File: config.mk
export PLATFORM = sky130hd
export DESIGN_NAME = can_mode_ctrl
export DESIGN_NICKNAME = d
export VERILOG_FILES = /design/src/rtl/can_mode_pkg.sv /design/src/rtl/can_busfree_cnt.sv /design/src/rtl/can_mode_regs.sv /design/src/rtl/can_sleep_ctl.sv /design/src/rtl/can_mode_ctrl.sv
export SDC_FILE = /design/constraint.sdc
export NUM_CORES = 1
export LEC_CHECK = 0
export BUFFER_PORTS_ARGS = -buffer_cell sky130_fd_sc_hd__buf_4
export CORE_UTILIZATION = 39
export CTS_CLUSTER_DIAMETER = 30
export CTS_CLUSTER_SIZE = 40
export DETAILED_ROUTE_END_ITERATION = 10
export PLACE_DENSITY = 0.79
export SKIP_LAST_GASP = 1
export SLEW_MARGIN = 20
export SYNTH_ARGS = -nofsm -noshare
export SYNTH_HDL_FRONTEND = slang
export SYNTH_HIERARCHICAL = 1
export SYNTH_SLANG_ARGS = --single-unit
File: constraint.sdc
create_clock -name clk -period 1.35 [get_ports clk]
set_input_delay 0.135 -clock clk [delete_from_list [all_inputs] [get_ports clk]]
set_output_delay 0.135 -clock clk [all_outputs]
set_load 0.02 [all_outputs]
File: src/rtl/can_mode_pkg.sv
// Package: shared field positions and limits for the CAN mode controller.
package can_mode_pkg;
    // Field positions in byte lane 0 of the mode write.
    localparam int HOLD_BIT     = 0;
    localparam int LISTEN_BIT   = 1;
    localparam int SELFTEST_BIT = 2;
    localparam int SLEEP_BIT    = 3;
    localparam int MODE_W       = 4;

    // Decoded view of one mode write.
    typedef struct packed {
        logic sleep;
        logic selftest;
        logic listen;
        logic hold;
    } mode_wr_t;
endpackage

File: src/rtl/can_busfree_cnt.sv
// Module: can_busfree_cnt
// Counts consecutive recessive bits, one per bit strobe, and stops at LIMIT.
// A dominant strobe restarts the count. A synchronous clear has priority.
// Assumes: the bit strobe is one cycle wide per bit time.
module can_busfree_cnt #(
    parameter int LIMIT = 11
) (
    input  logic clk,
    input  logic rst_n,
    input  logic clear,
    input  logic bit_strobe,
    input  logic bit_recessive,
    output logic bus_free
);
    localparam int CNT_W = $clog2(LIMIT + 1);
    localparam logic [CNT_W-1:0] CNT_MAX = CNT_W'(LIMIT);

    logic [CNT_W-1:0] cnt_q;

    // Purpose: count recessive bits, restart on dominant, stop at the limit.
    always_ff @(posedge clk) begin
        if (!rst_n || clear) begin
            cnt_q <= '0;
        end else if (bit_strobe) begin
            if (!bit_recessive)
                cnt_q <= '0;
            else if (cnt_q != CNT_MAX)
                cnt_q <= cnt_q + 1'b1;
        end
    end

    assign bus_free = (cnt_q == CNT_MAX);
endmodule

File: src/rtl/can_mode_regs.sv
// Module: can_mode_regs
// Holds the hold, listen-only and self-test bits. Listen-only and self-test
// are written only while hold already reads 1 (the value before the write).
// Assumes: wr_fire is the qualified write strobe of byte lane 0.
module can_mode_regs
    import can_mode_pkg::*;
(
    input  logic     clk,
    input  logic     rst_n,
    input  logic     wr_fire,
    input  mode_wr_t wr_fields,
    output logic     hold_q,
    output logic     listen_q,
    output logic     selftest_q
);
    // Purpose: hold bit, writable at any time, set out of reset.
    always_ff @(posedge clk) begin
        if (!rst_n)
            hold_q <= 1'b1;
        else if (wr_fire)
            hold_q <= wr_fields.hold;
    end

    // Purpose: protected mode bits, gated by the current hold value.
    always_ff @(posedge clk) begin
        if (!rst_n) begin
            listen_q   <= 1'b0;
            selftest_q <= 1'b0;
        end else if (wr_fire && hold_q) begin
            listen_q   <= wr_fields.listen;
            selftest_q <= wr_fields.selftest;
        end
    end
endmodule

File: src/rtl/can_sleep_ctl.sv
// Module: can_sleep_ctl
// Sleep entry and refusal, wake-up sources, arm flag, receive block after a
// bus-triggered wake-up, and the registered wake-up interrupt pulse.
// Assumes: bus_free comes from the recessive-bit counter that this block clears.
module can_sleep_ctl
    import can_mode_pkg::*;
(
    input  logic     clk,
    input  logic     rst_n,
    input  logic     wr_fire,
    input  mode_wr_t wr_fields,
    input  logic     hold_q,
    input  logic     bus_active,
    input  logic     irq_pending,
    input  logic     bus_free,
    output logic     sleep_q,
    output logic     wake_irq,
    output logic     rx_block,
    output logic     cnt_clear
);
    logic armed_q;
    logic bus_wake, any_wake, try_sleep, grant, refuse;

    // Purpose: decode wake-ups and sleep requests for this cycle.
    always_comb begin
        bus_wake  = sleep_q && bus_active;
        any_wake  = sleep_q && (bus_active ||
                    (wr_fire && (!wr_fields.sleep || wr_fields.hold)));
        try_sleep = !sleep_q && wr_fire && wr_fields.sleep && !wr_fields.hold
                    && !hold_q && armed_q;
        grant     = try_sleep && !bus_active && !irq_pending;
        refuse    = try_sleep && !grant;
        cnt_clear = hold_q || bus_wake;
    end

    // Purpose: sleep state and the interrupt pulse.
    always_ff @(posedge clk) begin
        if (!rst_n) begin
            sleep_q  <= 1'b0;
            wake_irq <= 1'b0;
        end else begin
            sleep_q  <= sleep_q ? !any_wake : grant;
            wake_irq <= any_wake || refuse;
        end
    end

    // Purpose: arm flag, cleared in hold, set by a bus-free run.
    always_ff @(posedge clk) begin
        if (!rst_n || hold_q)
            armed_q <= 1'b0;
        else if (bus_free)
            armed_q <= 1'b1;
    end

    // Purpose: block reception after a bus-triggered wake until bus-free.
    always_ff @(posedge clk) begin
        if (!rst_n)
            rx_block <= 1'b0;
        else if (bus_wake)
            rx_block <= 1'b1;
        else if (bus_free || hold_q)
            rx_block <= 1'b0;
    end
endmodule

File: src/rtl/can_mode_ctrl.sv
// Module: can_mode_ctrl (top)
// Operating-mode and sleep controller of a CAN node. It decodes the mode write
// and connects the mode registers, the sleep control and the bus-free counter.
// Assumes: the mode fields live in byte lane 0, and upper data bits are ignored.
module can_mode_ctrl
    import can_mode_pkg::*;
#(
    parameter int DATA_W      = 8,
    parameter int BUSFREE_LEN = 11
) (
    input  logic              clk,
    input  logic              rst_n,
    input  logic              wr_en,
    input  logic [DATA_W/8-1:0] wr_be,
    input  logic [DATA_W-1:0] wr_data,
    input  logic              bus_active,
    input  logic              bit_strobe,
    input  logic              bit_recessive,
    input  logic              irq_pending,
    output logic              mode_hold,
    output logic              mode_listen,
    output logic              mode_selftest,
    output logic              sleeping,
    output logic              wake_irq,
    output logic              rx_enable
);
    localparam int BE_W = DATA_W / 8;

    logic     wr_fire, bus_free, cnt_clear, rx_block;
    mode_wr_t wr_fields;
    logic     unused_bits;

    // Purpose: qualify the write and pick the mode fields.
    always_comb begin
        wr_fire   = wr_en && wr_be[0];
        wr_fields = mode_wr_t'(wr_data[MODE_W-1:0]);
    end

    assign unused_bits = ^{wr_data[DATA_W-1:MODE_W], wr_be[BE_W-1:0]};

    can_mode_regs u_regs (
        .clk        (clk),
        .rst_n      (rst_n),
        .wr_fire    (wr_fire),
        .wr_fields  (wr_fields),
        .hold_q     (mode_hold),
        .listen_q   (mode_listen),
        .selftest_q (mode_selftest)
    );

    can_sleep_ctl u_sleep (
        .clk         (clk),
        .rst_n       (rst_n),
        .wr_fire     (wr_fire),
        .wr_fields   (wr_fields),
        .hold_q      (mode_hold),
        .bus_active  (bus_active),
        .irq_pending (irq_pending),
        .bus_free    (bus_free),
        .sleep_q     (sleeping),
        .wake_irq    (wake_irq),
        .rx_block    (rx_block),
        .cnt_clear   (cnt_clear)
    );

    can_busfree_cnt #(.LIMIT(BUSFREE_LEN)) u_cnt (
        .clk           (clk),
        .rst_n         (rst_n),
        .clear         (cnt_clear),
        .bit_strobe    (bit_strobe),
        .bit_recessive (bit_recessive),
        .bus_free      (bus_free)
    );

    // Purpose: reception only when out of hold, awake and not blocked.
    assign rx_enable = !mode_hold && !sleeping && !rx_block;
endmodule

==> out/results.ini <==
[synth]
synth.distinct_cells=32
largest_family_of_logic_cells_by_synthesized_area=simple AND/OR/NAND/NOR gates
number_of_enable_flip_flop_cells_after_synthesis=0
share_of_the_yosys_chip_area_belonging_to_registers_pct=39.6
number_of_register_bits_inferred_by_synthesis=11
top_ff_cell_synth=dfxtp_1
synth-warning-count=6
yosys-mux-area-fraction_pct=1.80
post_syn_nets=76
synth_compound_gate_area_share_pct=17.8
post_synth_xor_area_fraction_pct=0
synth-adder-area-share_pct=2.25
synth_commonest_cells=dfxtp_1 (11), nand2_1 (6), inv_1 (3)
post_synth_and_or_nand_nor_area_fraction_pct=36.5
synth_top_area_cell=dfxtp_1
netlist_instances=59
post_synth_instance_area_um2=556
synth.avg_cell_area_um2=9.42
synth.most_common_cell=dfxtp_1
synth_async_sr_flop_share_pct=0
post_synth_main_area_contributors=dfxtp_1 (40%), nand4b_4 (4.3%), nand2_1 (4.1%)
synth_top_area_share_pct=39.6

[placed_design]
buffer_ports.inserted=17
placed_instance_count=95
routability_congestion_estimate_from_global_placement=0.666
dp_hpwl_um=869
place_area_um2=732

[layout]
regArea_um2=220
layout-drive-gt1-share_pct=36.9
multiInputGateArea_um2=334
final_net_count=102
fillerInstances=128
syn_to_final_growth_pct=38.3
final_core_utilization_pct=58.3
final_design_area_no_fill_um2=768
diodes=0
stdcell_count=99

[floorplan]
placement_rows=13
start_util_pct=42.2
floorplan.die.height_um=39.7
chipWidth_um=39.7
core_region_area_um2=1320
dieArea_um2=1580
io-pin-count=22

[timing]
relSlewSlack_pct=82.1
setup_viol=0
rsz0062_at_grt=false
tns_ns=0
finClkSkew_ns=0.00141
period_needed_ns=1.27
finalHoldViolations=0
report.final.slew_viol_count=0
min_period_over_period_pct=93.9
maxClockFrequency_mhz=789
worstMarginPinSlew_ns=0.266

[setup_path]
setup.worst_path.class=reg -> reg
reg2reg_from=u_cnt/cnt_q[1]
timing.critical_path.required_ns=1.56
worst_path_largest_cell_delay_ns=0.37
worst_setup_path_end_kind=flip-flop
worst_path_max_delay_cell=or3b_1
timing.critical_path.from_type=flip-flop
worstSetupStartpoint=u_cnt/cnt_q[1]
worstPathMaxFanout=4
cp_num_buf_inv=0
critPathTopFamily=simple AND/OR/NAND/NOR gates
crit_arrival_ns=1.48
worstPathCellList=ha_2 > and3b_1 > or3b_1 > a21boi_1

[global_route]
grt_pass1_vias=426
number_of_antenna_violations_at_the_first_check_in_global_routing=0
globalRouteOverflowTotal=0
global_route_wire_length_before_repair_mm=1.68
grt_start_max_net_pins=11
gr_util_all_layers_pct=16.6

[power]
netSwitchingFraction_pct=24.7
power_after_layout_w=0.000645
seq_power_share_pct=51.3
clockPowerShare_pct=36.0
vdd_drop_max_mv=0.432
intPower_w=0.000486
p_switching_w=0.000159
power.density_nw_per_um2=839
p_comb_share_pct=12.7
static-leakage-power_nw=0.357

[route]
dr_total_vias=531
vias_per_cell=5.36
postRouteWirelength_mm=1.13
drt_initial_violations=1
drtAntennaViolNets=0
routed_wire_length_per_instance_um=11.4
drcViolationCount=0
drt_pass1_iterations=4

[clock_network]
clk_pin_slew_worst_paths_ns=0.07
cts_tree=yes
insertion_delay_ns=0.27
clock_tree.root_cell=clkbuf_4
h_tree_depth=1
numCtsBuffers=3
clockBufferDepth=2
clock_sink_count=11

[run]
cap_viol_max_count=0

[worst_hold_path]
min_path_type=in -> reg
min-delay-start=rst_n

[outcome]
outcome=completed

==> stage by stage <==
| step | worst slack, ns | hold slack, ns |
|---|---|---|
| 2_1_floorplan | 0.0750 | 0.197 |
| 3_3_place_gp | 0.0721 | 0.369 |
| 3_5_place_dp | 0.0411 | 0.371 |
| 4_1_cts | 0.0349 | 0.0867 |
| 5_1_grt | 0.0216 | 0.0915 |
| 6_report | 0.0827 | 0.0888 |
==> sequential cells by signal (all words and copies together) (netlist names) <==
register and flops:
u_regs/selftest_q 1, u_cnt/cnt_q 4, u_sleep/wake_irq 1, u_regs/listen_q 1, u_sleep/sleep_q 1, u_sleep/rx_block 1
u_regs/hold_q 1, u_sleep/armed_q 1
==> power by group through the flow <==
stage	clock network (W)	registers [W]	logic, W
floorplan	0	0.000347	0.0000232
global placement	0	0.000339	0.0000795
detailed placement	0	0.000339	0.0000820
CTS	0.000234	0.000331	0.0000822
global route	0.000248	0.000332	0.0000869
finish	0.000232	0.000331	0.0000819
==> cell families (layout without fill, tap and decap cells) <==
family          after synthesis  after routing
compound gates               13             13
fa+ha+maj                     1              1
buf+inv                       3             28
flops                        11             11
mux                           1              1
simple gates                 30             30
==> metal layers <==
layer | global-route usage (%) | up-vias | share of wire (%)
met5 | 0 | - | 0
met4 | 12.9 | 0 | 1.5
met3 | 3.41 | 2 | 4.5
met2 | 28.7 | 17 | 48
met1 | 16.9 | 243 | 45
li1 | - | 269 | -
==> final timing paths <==
kind / to / slack [ns] / cells past startpoint
setup reg to reg: u_sleep/rx_block / 0.08 / 4
hold reg to reg: u_regs/listen_q / 0.46 / 2
hold / removal: u_regs/hold_q / 0.09 / 2
setup / recovery: u_sleep/rx_block / 0.08 / 4
==> final cells by class <==
class | instances | area share (%)
Multi-Input combinational cell | 45 | 43.5
Sequential cell | 11 | 28.7
Inverter | 3 | 1.47
Timing Repair Buffer | 21 | 20.5
Tap cell | 15 | 2.44
Clock buffer | 4 | 3.42
==> cells in the final DEF, fill, tap and decap left out, types with 3 or more instances in the layout <==
master and count:
buf_4 21, dfxtp_1 11, nand2_1 6, clkbuf_4 3, inv_1 3
==> what timing repair did <==
action                     in CTS  in global routing
setup endpoints to repair       0                  2
hold buffers                    0                  0
resized for setup               0                  2
setup buffers                   0                  0
hold endpoints to repair        0                  0
No activity file was read; power rests on OpenSTA's default activity.
